===== src/rtl/ref_sel_pkg.sv =====
package ref_sel_pkg;

  typedef enum logic [1:0] {
    SEL_MANUAL      = 2'd0,
    SEL_AUTO_REVERT = 2'd1,
    SEL_AUTO_STAY   = 2'd2,
    SEL_MANUAL_ALT  = 2'd3
  } sel_mode_e;

endpackage


===== src/rtl/ref_valid_timer.sv =====
module ref_valid_timer #(
  parameter int PER_W = 16
) (
  input  logic             clk,
  input  logic             rst_n,
  input  logic             tick,
  input  logic             fault,
  input  logic [PER_W-1:0] period,
  output logic             valid
);

  logic [PER_W-1:0] cnt_q, cnt_d;
  logic             val_q, val_d;
  logic             cnt_en;

  always_comb begin
    cnt_d  = cnt_q;
    val_d  = val_q;
    cnt_en = 1'b0;
    if (fault) begin
      cnt_en = 1'b1;
      cnt_d  = '0;
      val_d  = 1'b0;
    end else if (!val_q) begin
      cnt_en = 1'b1;
      if (cnt_q >= period) begin
        val_d = 1'b1;
      end else if (tick) begin
        cnt_d = cnt_q + 1'b1;
      end
    end
  end

  always_ff @(posedge clk or negedge rst_n) begin
    if (!rst_n) begin
      cnt_q <= '0;
      val_q <= 1'b0;
    end else if (cnt_en) begin
      cnt_q <= cnt_d;
      val_q <= val_d;
    end
  end

  assign valid = val_q;

  p_fault_drops_valid_r3 : assert property (@(posedge clk) disable iff (!rst_n)
    fault |=> !val_q);

  p_rise_needs_clean_r2 : assert property (@(posedge clk) disable iff (!rst_n)
    $rose(val_q) |-> !$past(fault));

endmodule


===== src/rtl/ref_prio_pick.sv =====
module ref_prio_pick #(
  parameter int NREF   = 2,
  parameter int PRIO_W = 3,
  parameter int IDX_W  = 1
) (
  input  logic [NREF-1:0]        valid,
  input  logic [NREF*PRIO_W-1:0] prio,
  output logic [IDX_W-1:0]       best_idx,
  output logic [PRIO_W-1:0]      best_prio,
  output logic                   any_valid
);

  always_comb begin
    best_idx  = '0;
    best_prio = '1;
    any_valid = 1'b0;
    // walk from the top index down so a lower index wins on equal codes
    for (int i = NREF - 1; i >= 0; i--) begin
      if (valid[i] && (!any_valid || (prio[i*PRIO_W +: PRIO_W] <= best_prio))) begin
        best_idx  = IDX_W'(i);
        best_prio = prio[i*PRIO_W +: PRIO_W];
        any_valid = 1'b1;
      end
    end
  end

endmodule


===== src/rtl/ref_arbiter.sv =====
module ref_arbiter
  import ref_sel_pkg::*;
#(
  parameter int NREF   = 2,
  parameter int PRIO_W = 3,
  parameter int IDX_W  = 1
) (
  input  logic                   clk,
  input  logic                   rst_n,
  input  sel_mode_e              mode,
  input  logic [IDX_W-1:0]       manual_sel,
  input  logic [NREF-1:0]        valid,
  input  logic [NREF*PRIO_W-1:0] prio,
  input  logic [IDX_W-1:0]       best_idx,
  input  logic [PRIO_W-1:0]      best_prio,
  input  logic                   any_valid,
  output logic [IDX_W-1:0]       active,
  output logic                   hold,
  output logic                   sw
);

  logic [IDX_W-1:0]  act_q, act_d;
  logic              hold_q, hold_d;
  logic              sw_q, sw_d;
  logic [PRIO_W-1:0] act_prio;
  logic              act_valid;
  logic              sel_in_range;
  logic              is_auto;

  assign is_auto      = (mode == SEL_AUTO_REVERT) || (mode == SEL_AUTO_STAY);
  assign sel_in_range = ({1'b0, manual_sel} < (IDX_W + 1)'(NREF));
  assign act_valid    = valid[act_q];

  always_comb begin
    act_prio = '1;
    for (int i = 0; i < NREF; i++) begin
      if (act_q == IDX_W'(i)) act_prio = prio[i*PRIO_W +: PRIO_W];
    end
  end

  always_comb begin
    act_d  = act_q;
    hold_d = hold_q;
    unique case (mode)
      SEL_AUTO_REVERT: begin
        if (!any_valid) begin
          hold_d = 1'b1;
        end else begin
          hold_d = 1'b0;
          if (hold_q || !act_valid || (best_prio < act_prio)) act_d = best_idx;
        end
      end
      SEL_AUTO_STAY: begin
        if (!any_valid) begin
          hold_d = 1'b1;
        end else begin
          hold_d = 1'b0;
          if (hold_q || !act_valid) act_d = best_idx;
        end
      end
      default: begin
        if (sel_in_range) act_d = manual_sel;
        hold_d = !valid[act_d];
      end
    endcase
    sw_d = (act_d != act_q);
  end

  always_ff @(posedge clk or negedge rst_n) begin
    if (!rst_n) begin
      act_q  <= '0;
      hold_q <= 1'b1;
      sw_q   <= 1'b0;
    end else begin
      act_q  <= act_d;
      hold_q <= hold_d;
      sw_q   <= sw_d;
    end
  end

  assign active = act_q;
  assign hold   = hold_q;
  assign sw     = sw_q;

  p_pulse_on_change_r12 : assert property (@(posedge clk) disable iff (!rst_n)
    (act_q != $past(act_q)) |-> sw_q);

  p_pulse_only_change_r12 : assert property (@(posedge clk) disable iff (!rst_n)
    sw_q |-> (act_q != $past(act_q)));

  p_hold_when_none_r11 : assert property (@(posedge clk) disable iff (!rst_n)
    (is_auto && (valid == '0)) |=> (hold_q && $stable(act_q)));

  p_manual_follow_r10 : assert property (@(posedge clk) disable iff (!rst_n)
    (!is_auto && sel_in_range) |=> (act_q == $past(manual_sel)));

endmodule


===== src/rtl/ref_selector.sv =====
module ref_selector
  import ref_sel_pkg::*;
#(
  parameter int NREF   = 2,
  parameter int PRIO_W = 3,
  parameter int PER_W  = 16,
  localparam int IDX_W = (NREF > 1) ? $clog2(NREF) : 1
) (
  input  logic                   clk,
  input  logic                   rst_n,
  input  logic                   ms_tick,
  input  logic [NREF-1:0]        ref_fault,
  input  logic [NREF*PER_W-1:0]  ref_period,
  input  logic [NREF*PRIO_W-1:0] ref_prio,
  input  logic [1:0]             sel_mode,
  input  logic [IDX_W-1:0]       manual_sel,
  output logic [IDX_W-1:0]       active_ref,
  output logic                   switch_pulse,
  output logic                   holdover_req
);

  logic [NREF-1:0]   ref_ok;
  logic [IDX_W-1:0]  best_idx;
  logic [PRIO_W-1:0] best_prio;
  logic              any_ok;
  sel_mode_e         mode;

  assign mode = sel_mode_e'(sel_mode);

  for (genvar g = 0; g < NREF; g++) begin : g_qual
    ref_valid_timer #(
      .PER_W (PER_W)
    ) u_timer (
      .clk    (clk),
      .rst_n  (rst_n),
      .tick   (ms_tick),
      .fault  (ref_fault[g]),
      .period (ref_period[g*PER_W +: PER_W]),
      .valid  (ref_ok[g])
    );
  end

  ref_prio_pick #(
    .NREF   (NREF),
    .PRIO_W (PRIO_W),
    .IDX_W  (IDX_W)
  ) u_pick (
    .valid     (ref_ok),
    .prio      (ref_prio),
    .best_idx  (best_idx),
    .best_prio (best_prio),
    .any_valid (any_ok)
  );

  ref_arbiter #(
    .NREF   (NREF),
    .PRIO_W (PRIO_W),
    .IDX_W  (IDX_W)
  ) u_arb (
    .clk        (clk),
    .rst_n      (rst_n),
    .mode       (mode),
    .manual_sel (manual_sel),
    .valid      (ref_ok),
    .prio       (ref_prio),
    .best_idx   (best_idx),
    .best_prio  (best_prio),
    .any_valid  (any_ok),
    .active     (active_ref),
    .hold       (holdover_req),
    .sw         (switch_pulse)
  );

endmodule


===== config.mk =====
export PLATFORM = sky130hd
export DESIGN_NAME = ref_selector
export DESIGN_NICKNAME = d
export VERILOG_FILES = /design/src/rtl/ref_sel_pkg.sv /design/src/rtl/ref_valid_timer.sv /design/src/rtl/ref_prio_pick.sv /design/src/rtl/ref_arbiter.sv /design/src/rtl/ref_selector.sv
export SDC_FILE = /design/constraint.sdc
export NUM_CORES = 1
export LEC_CHECK = 0
export BUFFER_PORTS_ARGS = -buffer_cell sky130_fd_sc_hd__buf_4
export CAP_MARGIN = 20
export CORE_MARGIN = 10
export CORE_UTILIZATION = 30
export CTS_BUF_LIST = sky130_fd_sc_hd__clkbuf_8 sky130_fd_sc_hd__clkbuf_16
export CTS_CLUSTER_SIZE = 24
export DETAILED_ROUTE_END_ITERATION = 8
export GPL_ROUTABILITY_DRIVEN = 0
export SKIP_CTS_REPAIR_TIMING = 1
export SYNTH_ARGS = -nofsm -noshare
export SYNTH_HDL_FRONTEND = slang
export SYNTH_SLANG_ARGS = --single-unit

===== constraint.sdc =====
create_clock -name clk -period 2.73 [get_ports clk]
set_input_delay 0.273 -clock clk [delete_from_list [all_inputs] [get_ports clk]]
set_output_delay 0.273 -clock clk [all_outputs]
set_load 0.1 [all_outputs]

=== After elaboration in Yosys (flattened, before gate mapping) ===
Index checks and enable logic that the tools add are counted.

* $add $sub $neg: 2
* Magnitude comparators: 6
* Eq/ne operators: 7
* Multiplexer cells: 36
* Reduce and logical (&&, ||, !) cells: 12

{| class="wikitable"
|+ Operators by type and width
! operator !! count
|-
| 2-to-1 mux 16 bit || 8
|-
| adder 16 x 1 -> 16 bit, second input constant || 2
|-
| >= comparator 16 bit || 2
|-
| 2-to-1 mux 1 bit || 24
|-
| 2-to-1 mux 3 bit || 3
|-
| inequality test 2 bit, second input constant || 4
|-
| AND reduction 4 bit || 2
|-
| < comparator 1 x 2 -> 1 bit, second input constant || 2
|-
| nonzero test 2 bit || 2
|-
| less-or-equal comparator 3 bit || 1
|-
| logical NOT 1 bit || 3
|-
| logical OR 1 bit || 3
|-
| < comparator 3 bit || 1
|-
| == test 2 x 1 -> 1 bit, second input constant || 1
|-
| == test 2 bit, second input constant || 1
|-
| case mux 1 bit (2 select lines) || 1
|-
| OR reduction 2 bit || 1
|-
| logical AND 1 bit || 1
|-
| inequality test 1 bit || 1
|}

* Flip-flop bits (word level): 37
* Input bits: 46

=== Logic depth before layout (Yosys ltp) ===
Gate-level depths: netlist of run 1.

* Depth in word-level cells: 11
* Mapped depth: 14

=== Modules after synthesis ===
Synthesis of run 1 repeated with hierarchy kept, for this count alone.

* Cell total of the unflattened synthesis: 395
* Area, all modules: 3450.8 µm²

{| class="wikitable"
|+ Modules (own cells, without submodules)
! module !! instances !! cells each !! area an instance (µm²) !! sequential area each (µm²)
|-
| ref_valid_timer || 2 || 166 || 1468.9 || 425.4
|-
| ref_arbiter || 1 || 43 || 366.6 || 76.3
|-
| ref_prio_pick || 1 || 20 || 146.4 || 0.0
|}

=== Worst setup path before layout of run 1 ===
OpenSTA, ideal clock, no wires.

* Kind: flip-flop to flip-flop
* From: reg g_qual[1].u_timer.val_q
* To: reg u_arb.act_q, in the netlist u_arb.active
* Library setup time: 0.120 ns
* Data arrival time: 2.740 ns
* Path slack: -0.131 ns
* Cell stages (with the launch flop): 15
* Buffers on the path: 1
* Path through: dfrtp_1 clkbuf_1 nor2b_1 ha_1 nand2_1 o21a_1 o21ai_0 nand2_1 o22a_1 ha_1 o211ai_1 a21oi_1 a21oi_1 mux2i_1 o211a_1

* Longest elaborated chain between the ends: 10

{| class="wikitable"
|+ RTL lines
! element !! line !! source
|-
| start, declared || ref_valid_timer.sv:13 || <nowiki>logic val_q, val_d;</nowiki>
|-
| start signal, assigned || ref_valid_timer.sv:40 || <nowiki>val_q <= val_d;</nowiki>
|-
| 2-to-1 mux 3 bit / 2-to-1 mux 1 bit (equally long branches) || ref_prio_pick.sv:19 || <nowiki>if (valid[i] && (!any_valid || (prio[i*PRIO_W +: PRIO_W] <= best_prio))) begin</nowiki>
|-
| less-or-equal comparator 3 bit / logical NOT 1 bit (equally long branches) || ref_prio_pick.sv:19 ||
|-
| logical OR 1 bit || ref_prio_pick.sv:19 ||
|-
| logical AND 1 bit || ref_prio_pick.sv:19 ||
|-
| 2-to-1 mux 3 bit || ref_prio_pick.sv:19 ||
|-
| < comparator 3 bit || ref_arbiter.sv:50 || <nowiki>if (hold_q || !act_valid || (best_prio < act_prio)) act_d = best_idx;</nowiki>
|-
| logical OR 1 bit || ref_arbiter.sv:50 ||
|-
| 2-to-1 mux 1 bit || ref_arbiter.sv:50 ||
|-
| 2-to-1 mux 1 bit || ref_arbiter.sv:46 || <nowiki>if (!any_valid) begin</nowiki>
|-
| case mux 1 bit (2 select lines) * || ref_arbiter.sv:44 || <nowiki>unique case (mode)</nowiki>
|-
| via u_arb.act_d || ref_arbiter.sv:22 || <nowiki>logic [IDX_W-1:0] act_q, act_d;</nowiki>
|-
| end signal, assigned || ref_arbiter.sv:75 || <nowiki>act_q <= act_d;</nowiki>
|-
| end, declared || ref_arbiter.sv:22 ||
|}

The timed path passes the listed nets; every way through them passes the cells marked *. The select of a mux whose other input is x is not followed.
A chain may end at the register's enable or synchronous reset.

=== Final worst setup path of run 1 ===
Ends and elaborated chain as after synthesis.

==> results.cfg, run 1 <==
[clock_network]
max-clock-path-buffers = 2
cts.sink_count = 37
htree_levels = 2
insertion_delay_ns = 0.29
clock_slew_seen_by_the_registers_of_the_worst_setup_and_hold_paths_ns = 0.08
cts_inserted_buffers = 5
cts_tree = built
ctsRootBufferMaster = sky130_fd_sc_hd__clkbuf_8

[logic_synthesis]
yosysSeqAreaShare_pct = 30.1
synth-async-reset-ratio_pct = 100
synth.net_count = 448
yosys_warnings = 0
synth-edff-count = 0
ys_top_cells_by_count = 41 x sky130_fd_sc_hd__ha_1, 37 x sky130_fd_sc_hd__inv_1, 36 x sky130_fd_sc_hd__dfrtp_1
synth_top_cell_by_area = sky130_fd_sc_hd__dfrtp_1
ys.flop_type = sky130_fd_sc_hd__dfrtp_1
post-synth-top-area-fraction_pct = 29.3
syn_avg_cell_area_um2 = 8.53
number_of_synthesized_register_bits = 37
syn-instance-count = 361
top_cells_by_area_synth = sky130_fd_sc_hd__dfrtp_1 29%, sky130_fd_sc_hd__ha_1 17%, sky130_fd_sc_hd__a21oi_1 4.9%
synth_cell_types = 47
synth.most_common_cell = sky130_fd_sc_hd__ha_1
synthesis.area_mm2 = 0.00308

[global_routing]
grt_max_degree = 38
initial_antenna_violation_count = 0
grt_pass1_wl_mm = 12.6
grt_use_total_pct = 9.99
grt_pass1_vias = 2742
grt_remaining_overflow = 0

[finish]
area.growth.synth_to_final_pct = 23.2
num-fill-cells = 997
insertedDiodeCount = 0
layout.nets = 502
share_of_layout_cells_above_drive_strength_1_pct = 21.9
final_cell_area_mm2 = 0.00379

[timing]
timing.final.ws_setup_ns = 0.0319
grt_setup_unrepaired = yes
worst_slew_margin_relative_to_its_limit_pct = 65.5
final.hold.worst_slack_ns = 0.289
fin_crit_ns = 2.70
max_clock_freq_mhz = 371
final_min_period_over_clock_period_pct = 98.8
timing.final.hold_violations = 0
final.setup_skew_ns = 0.0114
maxSlewViolCount = 0
finalSetupViolCount = 0
worst_margin_pin_slew_ns = 0.517
fin_tns_setup_ns = 0

[pwr]
power.ir.vdd_worst_mv = 0.175
report.power.total_mw = 1.27
leakage_nw = 1.78
powerDensity_mw_per_mm2 = 335

[placement]
placement.io_buffers = 48
detailed_place.area_mm2 = 0.00360
dp_slack_ns = -0.0205
dp_hpwl_mm = 5.73

[route]
drtIter0Drc = 91
via_per_inst = 5.07
detail_route.drc_violations = 0
postRouteAntennaNets = 0
drt_pass1_iterations = 4
routed_wirelength_normalized_by_instance_count_um = 13.6
route.vias.total = 2782
drt-total-wl_mm = 7.47

[floorplan]
io-pin-count = 49
total_die_area_mm2 = 0.0147
fp-row-count = 36
initial_utilization_pct = 31.2
die_width_um = 121
floorplan.die.height_um = 121
placeable_core_area_mm2 = 0.00986

[critical_path]
critical_path.slowest_cell = sky130_fd_sc_hd__dfrtp_1
critPathRequiredTime_ns = 2.96
crit_type = reg2reg
cp-end-kind = flip-flop
arrival_ns = 2.92
cp_cell_sequence = nor2b_4 > ha_4 > nand2_2 > o21a_1 > o21ai_2 > nand2_2 > o22a_1 > ha_4 > o211ai_1 > a21oi_2 > a21oi_2 > mux2i_1 > o211a_1
worst_path_max_fanout = 4
critical_path.max_stage_delay_ns = 0.42
setup.worst_path.start_class = flip-flop

[hold_path]
hp-class = in2reg

[outcome]
status = complete, no violations

[flow_run]
cap_violations = 0
-- placed cells by master (no fill, tap or decap), types with 10 or more instances in the layout --
master,Yosys,routed
sky130_fd_sc_hd__buf_4,0,58
sky130_fd_sc_hd__inv_1,37,38
sky130_fd_sc_hd__ha_1,41,38
sky130_fd_sc_hd__dfrtp_1,36,36
sky130_fd_sc_hd__a21oi_1,30,27
sky130_fd_sc_hd__o21ai_0,30,27
sky130_fd_sc_hd__nor2_1,24,23
sky130_fd_sc_hd__nand2_1,19,17
sky130_fd_sc_hd__and3_1,14,14
sky130_fd_sc_hd__nand4_1,12,12
sky130_fd_sc_hd__or3_1,12,12
sky130_fd_sc_hd__nand3_1,10,10
sky130_fd_sc_hd__xor2_1,10,10
-- flip-flops by register name (all words and copies together), names as in the netlist --
signal                cells
g_qual.u_timer.cnt_q     32
u_arb.active              1
g_qual.u_timer.valid      2
u_arb.hold                1
u_arb.sw                  1
-- routing by layer --
metal	part of all wire, %	vias to the layer above	track usage [%]	wire, um
li1	-	1404	-	-
met1	46	1317	12.5	3430
met2	48	55	16.8	3610
met3	4.9	6	2.65	366
met4	0.87	0	2.16	65
met5	0	-	0	0
-- per-stage QoR --
stage                     std cells  util (%)
after floorplan                 361         -
after global placement          538      36.5
after detailed placement        538      36.5
after CTS                       546      37.4
after global routing            549      38.5
final                           549      38.5
-- worst max-delay path: cells and delay by family (launching register included) --
kind	cells	cell delay, ns
compound gates	7	1.25
fa+ha+maj	2	0.50
flops	1	0.42
simple gates	3	0.28
mux	1	0.20
-- power breakdown --
group	internal (mW)	switching, mW
clock network	0.173	0.195
logic	0.136	0.178
registers	0.563	0.0242
-- cell type report --
cell class	instances	area [um^2]	share of cell area (%)
clock buffers	5	68.8	1.81
inverters	37	139	3.66
clock inverters	3	13.8	0.363
multi-input cells	275	2030	53.6
well taps	133	166	4.39
repair buffers	59	445	11.7
flip-flops and latches	37	927	24.4
-- path summary, 6_finish.rpt --
path / depth (start not counted) / endpoint / slack [ns] / start
max in group asynchronous: 2 / u_arb.hold / 1.86 / rst_n
min in group asynchronous: 2 / g_qual[0].u_timer.cnt_q[4] / 0.50 / rst_n
worst min-delay path: 2 / g_qual[0].u_timer.cnt_q[4] / 0.29 / ref_fault[0]
worst min register to register: 2 / g_qual[1].u_timer.cnt_q[15] / 0.57 / g_qual[1].u_timer.cnt_q[15]
worst max-delay path: 13 / u_arb.active / 0.03 / g_qual[1].u_timer.valid
worst max register to register: 13 / u_arb.active / 0.03 / g_qual[1].u_timer.valid
-- cells by family (layout without fill, tap and decap cells) --
kind of cell / Yosys count / count (layout) / synth area share [%]
buffers and inverters: 49 / 104 / 6.58
XOR/XNOR: 13 / 13 / 3.70
multiplexers: 5 / 5 / 1.63
flip-flops: 37 / 37 / 30.1
adder cells (fa/ha/maj): 41 / 41 / 16.7
AO/OA/AOI/OAI: 99 / 99 / 20.7
AND/OR/NAND/NOR: 117 / 117 / 20.6
Power figures use the tool's default switching activity.
==> run 2: changes to the inputs <==
--- a/config.mk
+++ b/config.mk
@@ -7,7 +7,7 @@
 export LEC_CHECK = 0
 export BUFFER_PORTS_ARGS = -buffer_cell sky130_fd_sc_hd__buf_4
 export CAP_MARGIN = 20
-export CORE_MARGIN = 10
+export CORE_MARGIN = 1.5
 export CORE_UTILIZATION = 30
 export CTS_BUF_LIST = sky130_fd_sc_hd__clkbuf_8 sky130_fd_sc_hd__clkbuf_16
 export CTS_CLUSTER_SIZE = 24
==> run 2 against run 1 <==
The run now ends with negative setup slack left. Non-clock buffer count is 1 lower. Largest power group unchanged. Clock-buffer cell count is the same. Critical endpoint unchanged. Cell count shrank 0.18%. Sequential power about the same. Sequential share of layout area grew 0.27 points. Clock skew decreased by 0.0052 ns. Critical path depth stayed put. Core utilization down 0.42 points. Die area down 26%. Highest routed layer unchanged. Combinational power shrank 2%.
==> results.cfg, run 2 (synthesis results as in run 1) <==
[critical_path]
rr_endpoint = u_arb.active
r2r_cells = 13
cp-startpoint = g_qual[1].u_timer.valid
arrival_ns = 2.96
ff2ff_setup_slack_ns = -0.004
cp-endpoint = u_arb.active
worst_flop_to_flop_path_startpoint = g_qual[1].u_timer.valid
worst_path_max_fanout = 4
cp-end-kind = flip-flop
critPathRequiredTime_ns = 2.96
setup.worst_path.start_class = flip-flop
crit_type = reg2reg

[finish]
seqCellArea_um2 = 927
final_cell_area_mm2 = 0.00375
largest_register_ff_count = 32
layout.nets = 501
finalCoreUtilization_pct = 38.0
final_cell_mix = 57 x sky130_fd_sc_hd__buf_4, 40 x sky130_fd_sc_hd__inv_1, 40 x sky130_fd_sc_hd__ha_1
area.growth.synth_to_final_pct = 21.9
multiInputGateArea_mm2 = 0.00200
num-fill-cells = 950
share_of_layout_cells_above_drive_strength_1_pct = 20.5
layout.cells.most_common = sky130_fd_sc_hd__buf_4
registers.top_by_ff_count = g_qual.u_timer.cnt_q
insertedDiodeCount = 0
stdcell_count = 548

[floorplan]
floorplan.die.height_um = 104
io-pin-count = 49
total_die_area_mm2 = 0.0109
die_width_um = 104
fp-row-count = 36
placeable_core_area_mm2 = 0.00986
initial_utilization_pct = 31.2

[global_routing]
initial_antenna_violation_count = 0
grt_remaining_overflow = 0
grt_max_degree = 38
grt_pass1_vias = 2735
grt_use_total_pct = 13.5
grt_pass1_wl_mm = 12.3

[placement]
post-place-cells = 538
placement.io_buffers = 48
detailed_place.area_mm2 = 0.00360
dp_hpwl_mm = 5.26

[route]
drtIter0Drc = 121
drt_pass1_iterations = 4
detail_route.drc_violations = 0
route.vias.total = 2766
postRouteAntennaNets = 0
drt-total-wl_mm = 6.93
routed_wirelength_normalized_by_instance_count_um = 12.6
via_per_inst = 5.05

[clock_network]
insertion_delay_ns = 0.29
cts.sink_count = 37
ctsRootBufferMaster = sky130_fd_sc_hd__clkbuf_8
htree_levels = 2
cts_inserted_buffers = 5
max-clock-path-buffers = 2
cts_tree = built
clock_slew_seen_by_the_registers_of_the_worst_setup_and_hold_paths_ns = 0.08

[timing]
timing.final.ws_setup_ns = -0.00421
fin_crit_ns = 2.73
final_min_period_over_clock_period_pct = 100
max_clock_freq_mhz = 366
timing.final.hold_violations = 0
finalSetupViolCount = 1
fin_tns_setup_ns = -0.00421
final.hold.worst_slack_ns = 0.285
grt_setup_unrepaired = yes
final.setup_skew_ns = 0.00625
maxSlewViolCount = 0
worst_slew_margin_relative_to_its_limit_pct = 66.0
worst_margin_pin_slew_ns = 0.510

[pwr]
power.net_switching_uw = 394
leakage_nw = 1.78
share_seq_of_total_power_pct = 46.5
share_clk_of_total_power_pct = 29.0
power_switching_share_pct = 31.2
powerDensity_mw_per_mm2 = 336
share_comb_of_total_power_pct = 24.5
intPower_uw = 867
power.ir.vdd_worst_mv = 0.147

[outcome]
failed_checks = negative setup slack
status = complete, but fails checks

[flow_run]
cap_violations = 0

[hold_path]
hp-class = in2reg
-- run 2: worst min-delay path by stage --
stage | start | to | slack, ns | depth (start not counted)
6_report | ref_fault[1] | g_qual[1].u_timer.cnt_q[7] | 0.28 | 2
4_1_cts | rst_n | g_qual[1].u_timer.cnt_q[1] | -0.04 | 1
5_1_grt | ref_fault[1] | g_qual[1].u_timer.cnt_q[15] | 0.29 | 2
3_3_place_gp | rst_n | g_qual[1].u_timer.cnt_q[1] | 0.28 | 1
3_5_place_dp | rst_n | g_qual[1].u_timer.cnt_q[1] | 0.28 | 1
2_1_floorplan | rst_n | g_qual[0].u_timer.cnt_q[0] | -0.02 | 0
-- run 2: cell type report --
| class | instances | area share [%] |
|---|---|---|
| sequential | 37 | 24.7 |
| inverter | 37 | 3.70 |
| multi-input combinational | 275 | 53.4 |
| clock inverter | 3 | 0.300 |
| timing repair buffer | 58 | 11.7 |
| clock buffer | 5 | 1.83 |
| tap | 133 | 4.43 |
-- run 2: layer usage --
layer / global-route usage [%] / up-vias / wire length [um]
met2: 22.1 / 54 / 3260
met3: 3.13 / 8 / 297
li1: - / 1408 / -
met1: 17.5 / 1296 / 3300
met4: 4.07 / 0 / 83
met5: 0 / - / 0
-- run 2: critical path, cell delays in order (launching register included) --
cell and delay, ns:
sky130_fd_sc_hd__dfrtp_1 0.41, sky130_fd_sc_hd__nor2b_1 0.14, sky130_fd_sc_hd__ha_1 0.32, sky130_fd_sc_hd__nand2_1 0.06, sky130_fd_sc_hd__o21a_2 0.22, sky130_fd_sc_hd__o21ai_2 0.20, sky130_fd_sc_hd__nand2_2 0.09, sky130_fd_sc_hd__o22a_1 0.20
sky130_fd_sc_hd__ha_4 0.23, sky130_fd_sc_hd__o211ai_1 0.22, sky130_fd_sc_hd__a21oi_2 0.07, sky130_fd_sc_hd__a21oi_2 0.15, sky130_fd_sc_hd__mux2i_1 0.19, sky130_fd_sc_hd__o211a_1 0.17
-- run 2: through the flow --
step	total power, mW	setup WS [ns]
floorplan	0.783	0.00440
global placement	0.892	0.0909
detailed placement	0.898	-0.0558
CTS	1.27	-0.0661
global route	1.34	-0.220
finish	1.26	-0.00421
-- run 2: power by group through the flow --
stage | Clock (mW) | Sequential, mW | Combinational [mW]
6_report | 0.365 | 0.586 | 0.309
4_1_cts | 0.381 | 0.587 | 0.302
2_1_floorplan | 0 | 0.631 | 0.152
3_5_place_dp | 0 | 0.598 | 0.300
3_3_place_gp | 0 | 0.597 | 0.295
5_1_grt | 0.402 | 0.589 | 0.347
==> run 3: changes to the inputs <==
--- a/config.mk
+++ b/config.mk
@@ -13,6 +13,7 @@
 export CTS_CLUSTER_SIZE = 24
 export DETAILED_ROUTE_END_ITERATION = 8
 export GPL_ROUTABILITY_DRIVEN = 0
+export REMOVE_ABC_BUFFERS = 1
 export SKIP_CTS_REPAIR_TIMING = 1
 export SYNTH_ARGS = -nofsm -noshare
 export SYNTH_HDL_FRONTEND = slang
==> run 3 against run 2 <==
The flow now finishes without violations. Via count decreased by 0.18%. Sequential share of layout area grew 0.058 points. Setup slack better by 0.019 ns. Cell count unchanged. Total power rose by 1.5%. Register-to-register slack gained 0.02 ns. Critical path type unchanged. Critical endpoint unchanged. Largest power group unchanged.
==> results.cfg, run 3 (synthesis results as in run 1) <==
[timing]
worst_slew_margin_relative_to_its_limit_pct = 62.5
max_clock_freq_mhz = 368
final.hold.worst_slack_ns = 0.282
fin_tns_setup_ns = 0
final_min_period_over_clock_period_pct = 99.5
fin_crit_ns = 2.72
finalSetupViolCount = 0
timing.final.hold_violations = 0
grt_setup_unrepaired = yes
maxSlewViolCount = 0
final.setup_skew_ns = 0.00519
worst_margin_pin_slew_ns = 0.562

[clock_network]
cts_tree = built
htree_levels = 2
clock_slew_seen_by_the_registers_of_the_worst_setup_and_hold_paths_ns = 0.08
cts.sink_count = 37
cts_inserted_buffers = 5
insertion_delay_ns = 0.28
max-clock-path-buffers = 2
ctsRootBufferMaster = sky130_fd_sc_hd__clkbuf_8

[critical_path]
timing.critical_path.max_delay_family = compound AO/OA/AOI/OAI gates
cpMostUsedCell = sky130_fd_sc_hd__a21oi_1
worst_flop_to_flop_path_startpoint = g_qual[1].u_timer.valid
crit_type = reg2reg
critical_path_cell_count = 13
critical_path.slowest_cell = sky130_fd_sc_hd__dfrtp_1
critPathBufInv = 0
critPathRequiredTime_ns = 2.90
cp-end-kind = flip-flop
critical_path.max_stage_delay_ns = 0.40
cp_cell_sequence = nor2b_1 > ha_1 > nand2_1 > o21a_1 > o21ai_2 > nand2_2 > o22a_1 > ha_4 > o211ai_1 > a21oi_1 > a21oi_1 > mux2i_1 > o211a_1
arrival_ns = 2.89
worst_path_max_fanout = 4
cp-endpoint = u_arb.active
ff2ff_setup_slack_ns = 0.01
rr_endpoint = u_arb.active
r2r_cells = 13
cp-startpoint = g_qual[1].u_timer.valid
setup.worst_path.start_class = flip-flop

[global_routing]
initial_antenna_violation_count = 0
grt_use_total_pct = 13.5
grt_max_degree = 38
grt_pass1_vias = 2633
grt_remaining_overflow = 0
grt_pass1_wl_mm = 12.3

[pwr]
power_switching_share_pct = 30.4
power.ir.vdd_worst_mv = 0.202
report.power.total_mw = 1.28
powerDensity_mw_per_mm2 = 342
intPower_uw = 891
share_clk_of_total_power_pct = 30.2
power.net_switching_uw = 389
leakage_nw = 1.78
share_comb_of_total_power_pct = 24.0
share_seq_of_total_power_pct = 45.9

[floorplan]
floorplan.die.height_um = 104
fp-row-count = 36
initial_utilization_pct = 31.2
die_width_um = 104
placeable_core_area_mm2 = 0.00986
total_die_area_mm2 = 0.0109
io-pin-count = 49

[route]
via_per_inst = 5.04
drtIter0Drc = 145
drt_pass1_iterations = 4
route.vias.total = 2761
postRouteAntennaNets = 0
detail_route.drc_violations = 0
drt-total-wl_mm = 7.09
routed_wirelength_normalized_by_instance_count_um = 12.9

[flow_run]
cap_violations = 0

[finish]
final_cell_mix = 58 x sky130_fd_sc_hd__buf_4, 40 x sky130_fd_sc_hd__ha_1, 38 x sky130_fd_sc_hd__inv_1
final_cell_area_mm2 = 0.00374
layout.cells.most_common = sky130_fd_sc_hd__buf_4
share_of_layout_cells_above_drive_strength_1_pct = 19.8
largest_register_ff_count = 32
layout.nets = 502
area.growth.synth_to_final_pct = 21.6
registers.top_by_ff_count = g_qual.u_timer.cnt_q
insertedDiodeCount = 0

[placement]
placement.io_buffers = 48
dp_hpwl_mm = 5.39
detailed_place.area_mm2 = 0.00360

[hold_path]
hp-class = in2reg

[outcome]
status = complete, no violations
[run 3: changes by cell type in the layout (fill, tap and decap cells not counted), sizes merged]
cell	change
inv	-2
buf	+1
clkbuf	+1
[run 3: through the flow]
| step | std cells | utilization [%] | setup slack, ns |
|---|---|---|---|
| 2_1_floorplan | 349 | - | -0.0424 |
| 4_1_cts | 545 | 37.4 | -0.0769 |
| 3_3_place_gp | 538 | 36.5 | 0.0300 |
| 6_report | 548 | 38.0 | 0.0147 |
| 3_5_place_dp | 538 | 36.5 | -0.0476 |
| 5_1_grt | 548 | 38.0 | -0.152 |
[run 3: worst min-delay path by stage]
stage,startpoint,end,cells after the start
finish,ref_fault[0],g_qual[0].u_timer.cnt_q[8],2
global placement,rst_n,g_qual[0].u_timer.cnt_q[9],1
global route,ref_fault[0],g_qual[0].u_timer.cnt_q[4],2
detailed placement,rst_n,g_qual[0].u_timer.valid,1
CTS,rst_n,g_qual[0].u_timer.cnt_q[6],1
floorplan,rst_n,g_qual[0].u_timer.cnt_q[0],0
[run 3: area by class of cell]
cell class,count,area [um^2]
Clock buffer,6,82.6
Clock inverter,1,3.75
Fill cell,1020,6120
Inverter,37,139
Multi-Input combinational cell,275,1980
Sequential cell,37,927
Tap cell,133,166
Timing Repair Buffer,59,445
[run 3: metal layers]
| layer | vias up | track usage [%] | wire length (um) |
|---|---|---|---|
| met1 | 1287 | 18.4 | 3410 |
| met4 | 0 | 3.77 | 79 |
| met2 | 57 | 22.3 | 3340 |
| li1 | 1411 | - | - |
| met5 | - | 0 | 0 |
| met3 | 6 | 1.69 | 264 |
[run 3: power groups by stage]
stage | Sequential (mW) | Combinational [mW] | Clock (mW)
floorplan | 0.636 | 0.135 | 0
global placement | 0.597 | 0.295 | 0
detailed placement | 0.598 | 0.300 | 0
CTS | 0.587 | 0.302 | 0.408
global route | 0.590 | 0.345 | 0.427
finish | 0.587 | 0.307 | 0.386
